--- src/rtl/txser_pkg.sv ---
package txser_pkg;
  localparam int NF = 4;
  localparam int F_EMPTY = 0;
  localparam int F_DONE  = 1;
  localparam int F_OVF   = 2;
  localparam int F_UDF   = 3;

  localparam logic [1:0] A_DATA = 2'd0;
  localparam logic [1:0] A_EN   = 2'd1;
  localparam logic [1:0] A_STS  = 2'd2;

  // Sticky flag update: new events win over a simultaneous clear.
  function automatic logic flag_next(input logic cur, input logic clr, input logic ev);
    return (cur & ~clr) | ev;
  endfunction

  function automatic logic irq_of(input logic [NF-1:0] sts, input logic [NF-1:0] en);
    return |(sts & en);
  endfunction
endpackage

--- src/rtl/txser_datapath.sv ---
module txser_datapath #(
  parameter int DW = 8
) (
  input  logic          clk,
  input  logic          rst_n,
  input  logic          data_wr,
  input  logic [DW-1:0] wdata,
  input  logic          bit_en,
  input  logic          tx_en,
  output logic          tx_bit,
  output logic          busy,
  output logic          hold_vld,
  output logic [DW-1:0] hold_q,
  output logic          ld_ev,
  output logic          done_ev,
  output logic          ovf_ev,
  output logic          udf_ev
);
  localparam int CW = (DW > 1) ? $clog2(DW) : 1;
  localparam logic [CW-1:0] LAST = CW'(DW - 1);

  logic [DW-1:0] sh_q;
  logic [CW-1:0] cnt_q;
  logic          tx_en_q;
  logic          shift_last;

  assign shift_last = busy && bit_en && (cnt_q == LAST);
  assign ld_ev      = tx_en && hold_vld && (!busy || shift_last);
  assign done_ev    = shift_last && !hold_vld;
  assign ovf_ev     = data_wr && hold_vld;
  assign udf_ev     = tx_en && !tx_en_q && !hold_vld && !busy;
  assign tx_bit     = busy && sh_q[DW-1];

  always_ff @(posedge clk or negedge rst_n) begin
    if (!rst_n) begin
      hold_vld <= 1'b0;
      hold_q   <= '0;
      tx_en_q  <= 1'b0;
    end else begin
      tx_en_q <= tx_en;
      if (ld_ev) begin
        hold_vld <= 1'b0;
      end else if (data_wr && !hold_vld) begin
        hold_vld <= 1'b1;
        hold_q   <= wdata;
      end
    end
  end

  always_ff @(posedge clk or negedge rst_n) begin
    if (!rst_n) begin
      sh_q  <= '0;
      cnt_q <= '0;
      busy  <= 1'b0;
    end else if (ld_ev) begin
      sh_q  <= hold_q;
      cnt_q <= '0;
      busy  <= 1'b1;
    end else if (busy && bit_en) begin
      sh_q  <= {sh_q[DW-2:0], 1'b0};
      cnt_q <= cnt_q + 1'b1;
      if (cnt_q == LAST) busy <= 1'b0;
    end
  end
endmodule

--- src/rtl/txser_regs.sv ---
module txser_regs
  import txser_pkg::*;
#(
  parameter int DW = 8
) (
  input  logic          clk,
  input  logic          rst_n,
  input  logic [1:0]    addr,
  input  logic [NF-1:0] wlo,
  input  logic          wr,
  input  logic          rd,
  input  logic [NF-1:0] ev,
  output logic [DW-1:0] rdata,
  output logic [NF-1:0] en_q,
  output logic [NF-1:0] sts_q,
  output logic          irq
);
  logic [NF-1:0] clr;
  assign clr = (wr && addr == A_STS) ? wlo : '0;
  assign irq = irq_of(sts_q, en_q);

  for (genvar g = 0; g < NF; g++) begin : g_flag
    always_ff @(posedge clk or negedge rst_n) begin
      if (!rst_n) sts_q[g] <= 1'b0;
      else        sts_q[g] <= flag_next(sts_q[g], clr[g], ev[g]);
    end
  end

  always_ff @(posedge clk or negedge rst_n) begin
    if (!rst_n) en_q <= '0;
    else if (wr && addr == A_EN) en_q <= wlo;
  end

  always_ff @(posedge clk or negedge rst_n) begin
    if (!rst_n) rdata <= '0;
    else if (rd) begin
      case (addr)
        A_EN:    rdata <= {{(DW-NF){1'b0}}, en_q};
        A_STS:   rdata <= {{(DW-NF){1'b0}}, sts_q};
        default: rdata <= '0;
      endcase
    end
  end
endmodule

--- src/rtl/txser_top.sv ---
module txser_top
  import txser_pkg::*;
#(
  parameter int DW = 8
) (
  input  logic          clk,
  input  logic          rst_n,
  input  logic [1:0]    bus_addr,
  input  logic [DW-1:0] bus_wdata,
  input  logic          bus_wr,
  input  logic          bus_rd,
  output logic [DW-1:0] bus_rdata,
  input  logic          bit_en,
  input  logic          tx_en,
  output logic          tx_bit,
  output logic          irq
);
  logic          data_wr;
  logic          busy, hold_vld;
  logic [DW-1:0] hold_q;
  logic          ld_ev, done_ev, ovf_ev, udf_ev;
  logic [NF-1:0] ev, en_q, sts_q;

  assign data_wr = bus_wr && (bus_addr == A_DATA);

  always_comb begin
    ev          = '0;
    ev[F_EMPTY] = ld_ev;
    ev[F_DONE]  = done_ev;
    ev[F_OVF]   = ovf_ev;
    ev[F_UDF]   = udf_ev;
  end

  txser_datapath #(.DW(DW)) u_dp (
    .clk(clk), .rst_n(rst_n), .data_wr(data_wr), .wdata(bus_wdata),
    .bit_en(bit_en), .tx_en(tx_en), .tx_bit(tx_bit), .busy(busy),
    .hold_vld(hold_vld), .hold_q(hold_q), .ld_ev(ld_ev),
    .done_ev(done_ev), .ovf_ev(ovf_ev), .udf_ev(udf_ev)
  );

  txser_regs #(.DW(DW)) u_regs (
    .clk(clk), .rst_n(rst_n), .addr(bus_addr), .wlo(bus_wdata[NF-1:0]),
    .wr(bus_wr), .rd(bus_rd), .ev(ev), .rdata(bus_rdata),
    .en_q(en_q), .sts_q(sts_q), .irq(irq)
  );
endmodule

--- config.mk ---
export PLATFORM = sky130hd
export DESIGN_NAME = txser_top
export DESIGN_NICKNAME = d
export VERILOG_FILES = /design/src/rtl/txser_pkg.sv /design/src/rtl/txser_datapath.sv /design/src/rtl/txser_regs.sv /design/src/rtl/txser_top.sv
export SDC_FILE = /design/constraint.sdc
export NUM_CORES = 1
export LEC_CHECK = 0
export ABC_AREA = 1
export BUFFER_PORTS_ARGS = -buffer_cell sky130_fd_sc_hd__buf_2
export CAP_MARGIN = 20
export CORE_ASPECT_RATIO = 0.75
export CORE_UTILIZATION = 30
export CTS_CLUSTER_SIZE = 28
export DETAILED_ROUTE_END_ITERATION = 16
export PLACE_DENSITY = 0.47
export REMOVE_ABC_BUFFERS = 1
export SETUP_SLACK_MARGIN = 0.15
export SYNTH_ARGS = -nofsm -noshare
export SYNTH_HDL_FRONTEND = slang
export SYNTH_SLANG_ARGS = --single-unit
--- constraint.sdc ---
create_clock -name clk -period 3 [get_ports clk]
set_input_delay 0.6 -clock clk [delete_from_list [all_inputs] [get_ports clk]]
set_output_delay 0.6 -clock clk [all_outputs]
set_load 0.1 [all_outputs]
# == Word-level counts from Yosys, hierarchy flattened ==
# Index checks and enable logic that the tools add are counted.
# word_totals
reg_bits,38
latchBits,0
ramBits,0
romBits,0
inputBits,16
out_inout_bits,10
wordCells,66
memories,0
# op_classes
add_sub_neg,1
mul,0
div,0
magnitude_cmp,0
eq_ne,3
shift,0
muxes,11
bitwise_logic,14
n_reduce_logical,25
# ops
op,n
8-bit 2-to-1 mux,2
1-bit logical AND,14
4-bit case mux with 2 select lines,1
3-bit 2-to-1 mux,2
2-bit nonzero test,3
1-bit 2-to-1 mux,5
1-bit inverter,5
1-bit AND,4
4-bit AND,1
4-bit 2-to-1 mux,1
1-bit bitwise OR,4
2-bit AND reduction,2
4-bit OR reduction,1
"3-bit by 1-bit adder with 3-bit output, second input constant",1
"3-bit equality test, second input constant",1
1-bit zero test,3
"2-bit by 1-bit equality test with 1-bit output, second input constant",1
"2-bit equality test, second input constant",1
2-bit zero test,1
1-bit logical OR,1

# == Longest topological paths before layout ==
# depth
ltp_word,6
mapped_depth,9
depth_no_buf,8

# == Modules after synthesis ==
# Synthesis repeated with hierarchy kept, for this count alone.
# hier_totals
hier_cells,214
hier_area_um2,1665.3
# modules_own_cells
mod,n_inst,cells_each,area_per_inst_um2,seq_area_each_um2
txser_datapath,1,123,1019.7,550.5
txser_regs,1,88,631.9,300.3
txser_top,1,3,13.8,0.0

# == Worst setup path after synthesis ==
# Ideal clock, no wire load.
# synth_path
path_kind,reg-to-output
start,register u_regs.sts_q[1]
end,output irq
arrival_time_ns,1.914
required_time_ns,2.400
setup_slack_ns,0.486
stages_incl_launch_ff,3
path_buffers,0
cell_sequence,dfrtp_1 inv_1 o2111ai_1
# synth_between
elab_chain_len,2
# synth_rtl
item,line,rtl
start: declaration,txser_regs.sv:15,"output logic [NF-1:0] sts_q,"
start signal: indexed assignment,txser_regs.sv:25,"else sts_q[g] <= flag_next(sts_q[g], clr[g], ev[g]);"
4-bit AND,txser_pkg.sv:18,return |(sts & en);
4-bit OR reduction,txser_pkg.sv:18,
end: declaration,txser_top.sv:16,output logic irq
# No other way between the ends.

# == Final worst setup path ==
# Same ends and word-level chain as after synthesis.

==> results.toml <==
[run_status]
status = "finished, final reports clean"

[sta]
slew_headroom_pct = 50.5
tightest_slew_ps = 743
fin_hold_ws_ps = 381
setup_viol = 0
fin_crit_sh_pct = 65.2
maxSlewViolCount = 0
fmax_mhz = 511
finalCriticalPeriod_ps = 1960
rsz0062_at_grt = "no"
setup_tns_ps = 0
report.final.hold_viol_count = 0
worst_clock_skew_ps = 6.27

[min_path]
hold_path_class = "in -> async"

[synth]
syn_area_mm2 = 0.00160
synth-xor-area-share_pct = 0.549
avgSynthCellArea_um2 = 8.49
synth_cells = 188
synth_mux_area_share_pct = 0
ys_warn_count = 0
synthAdderAreaFrac_pct = 3.92
yosysUniqueCellTypes = 21
ys_seq_area_share_pct = 53.3
ys_ff_latch = 34
synth-compound-area-share_pct = 9.80
yosys.area_share.simple_pct = 24.1
synth_top_family_by_area = "simple AND/OR/NAND/NOR gates"

[floorplan]
num_io_pins = 26
design.core.area_mm2 = 0.00501
std_cell_rows = 22
dieWidth_um = 86.2
start_util_pct = 31.9
die_area_mm2 = 0.00562
fp.dieH_um = 65.2

[placed_design]
dp_hpwl_um = 2430
io_buffers = 21
gp_congestion = 0.796

[drt]
dr_wl_met2_um = 1260
wl_met1_um = 1870
top_layer = "met4"
drtAntennaViolNets = 0
drtIter0Drc = 89
dr_total_vias = 1231
routed-wl-met3_um = 134
drc = 0
wl_per_cell_um = 11.7
viasPerCell = 4.33
drt-total-wl_um = 3320
drt_pre_antenna_iters = 4

[cts]
cts_max_level = 2
clock_path_buffers = 2
numCtsBuffers = 5
clkTransAtPathRegs_ps = 70
clock_latency_ps = 280
cts_num_sinks = 34
cts_resized = 0
postCtsHoldBufs = 0
root_buffer = "clkbuf_8"
cts_tree = "yes"
cts_post_setup_buffers_inserted = 0

[critical_path]
max_stage_delay_ps = 460
arrival_ps = 1360
endpoint_kind = "output port"
worstPathRequired_ps = 2400
crit_chain = "inv_1 -> o2111ai_1 -> buf_2"
path_class = "reg -> out"
crit_path_max_fanout = 3
start_kind = "flip-flop"
crit_slowest_cell = "buf_2"

[grt]
grt_pass1_wl_um = 5780
grt_antenna_before_repair = 0
grt_pass1_vias = 1159
grt_max_degree = 35
grt_overflow = 0
gr-usage-all-layers_pct = 13.7

[cells_and_area]
n_antenna_cell = 0
drive_gt1_share_pct = 14.2
fin_nets = 233
area_growth_pct = 14.6
num-fill-cells = 553

[power]
p_leak_uw = 0.00101
peakVddDrop_mv = 0.219
pwr_density_cell_mw_per_mm2 = 858

[run]
drv_cap = 0
==> state kept, by name, indices dropped and copies added (netlist names) <==
register / cells
u_dp.hold_q: 8
u_regs.rdata: 4
u_dp.hold_vld: 1
u_dp.busy: 1
u_regs.sts_q: 4
u_dp.sh_q: 8
u_dp.tx_en_q: 1
u_dp.cnt_q: 3
u_regs.en_q: 4
==> routing by layer <==
metal  vias to the layer above  GRT usage [%]
li1                        635              -
met1                       564           21.8
met2                        26           16.8
met3                         6           3.89
met4                         0           5.63
met5                         -              0
==> critical path: cells and delay by family, from the launching register on <==
family / cells / cell delay (ps)
flip-flops: 1 / 370
AO/OA/AOI/OAI: 1 / 190
buffers and inverters: 2 / 510
==> layout by cell type (no fill, tap or decap) <==
master / instances
nand2_1: 66
dfrtp_1: 34
buf_2: 21
inv_1: 20
nand3_1: 17
o21ai_0: 14
a21oi_1: 7
nor2_1: 5
ha_1: 5
clkbuf_8: 5
a22o_1: 4
conb_1: 4
nand2_2: 2
clkbuf_1: 2
nand3_2: 1
nand2_4: 1
o31ai_1: 1
o2111ai_1: 1
clkinv_1: 1
xor2_1: 1
==> final cells by class <==
type	count	area (um^2)	share of cell area, %
clock buffer	7	76.3	4.17
inverter	21	78.8	4.31
multi-input combinational	129	628	34.3
sequential	34	851	46.5
tap	72	90.1	4.92
timing repair buffer	21	105	5.75
==> per-stage QoR <==
stage / setup slack [ps] / utilization, % / total power [uW] / std cells / cell area (um^2)
after floorplan: 486 / - / 1140 / 184 / 1560
after global placement: 1160 / 35.0 / 1270 / 277 / 1750
after detailed placement: 1170 / 35.0 / 1270 / 277 / 1750
after CTS: 1020 / 36.5 / 1590 / 284 / 1830
after global routing: 985 / 36.5 / 1700 / 284 / 1830
final: 1040 / 36.5 / 1570 / 284 / 1830
==> cells by family after synthesis <==
kind of cell	count (synthesis)
buffers and inverters	28
other	1
AND/OR/NAND/NOR	92
AO/OA/AOI/OAI	27
flip-flops	34
XOR/XNOR	1
adder cells (fa/ha/maj)	5
==> cell usage after synthesis (all sizes together) <==
cell	instances	area [um^2]
a21oi	7	35.0
clkinv	1	3.75
conb	1	3.75
ha	5	62.6
buf	6	46.3
nand2	69	272
nor2	5	18.8
nand3	18	95.1
dfrtp	34	851
clkbuf	1	3.75
a22o	4	35.0
xor2	1	8.76
o31ai	1	7.51
o2111ai	1	8.76
o21ai	14	70.1
inv	20	75.1
==> power by group <==
part	total [uW]	switching, uW	internal, uW
Clock	313	153	160
Combinational	542	395	148
Sequential	715	97.0	618
==> worst paths after layout <==
kind / endpoint / slack, ps / cells past startpoint / startpoint
min in group clk: u_regs.sts_q[3] / 450 / 1 / u_dp.tx_en_q
min reg2reg: u_regs.sts_q[3] / 450 / 1 / u_dp.tx_en_q
min: u_regs.sts_q[1] / 380 / 1 / rst_n
max in group asynchronous: u_dp.hold_q[6] / 2140 / 1 / rst_n
max: irq / 1040 / 3 / u_regs.sts_q[1]
max reg2reg: u_dp.sh_q[3] / 1420 / 6 / u_dp.busy
No activity file was read; power rests on OpenSTA's default activity.
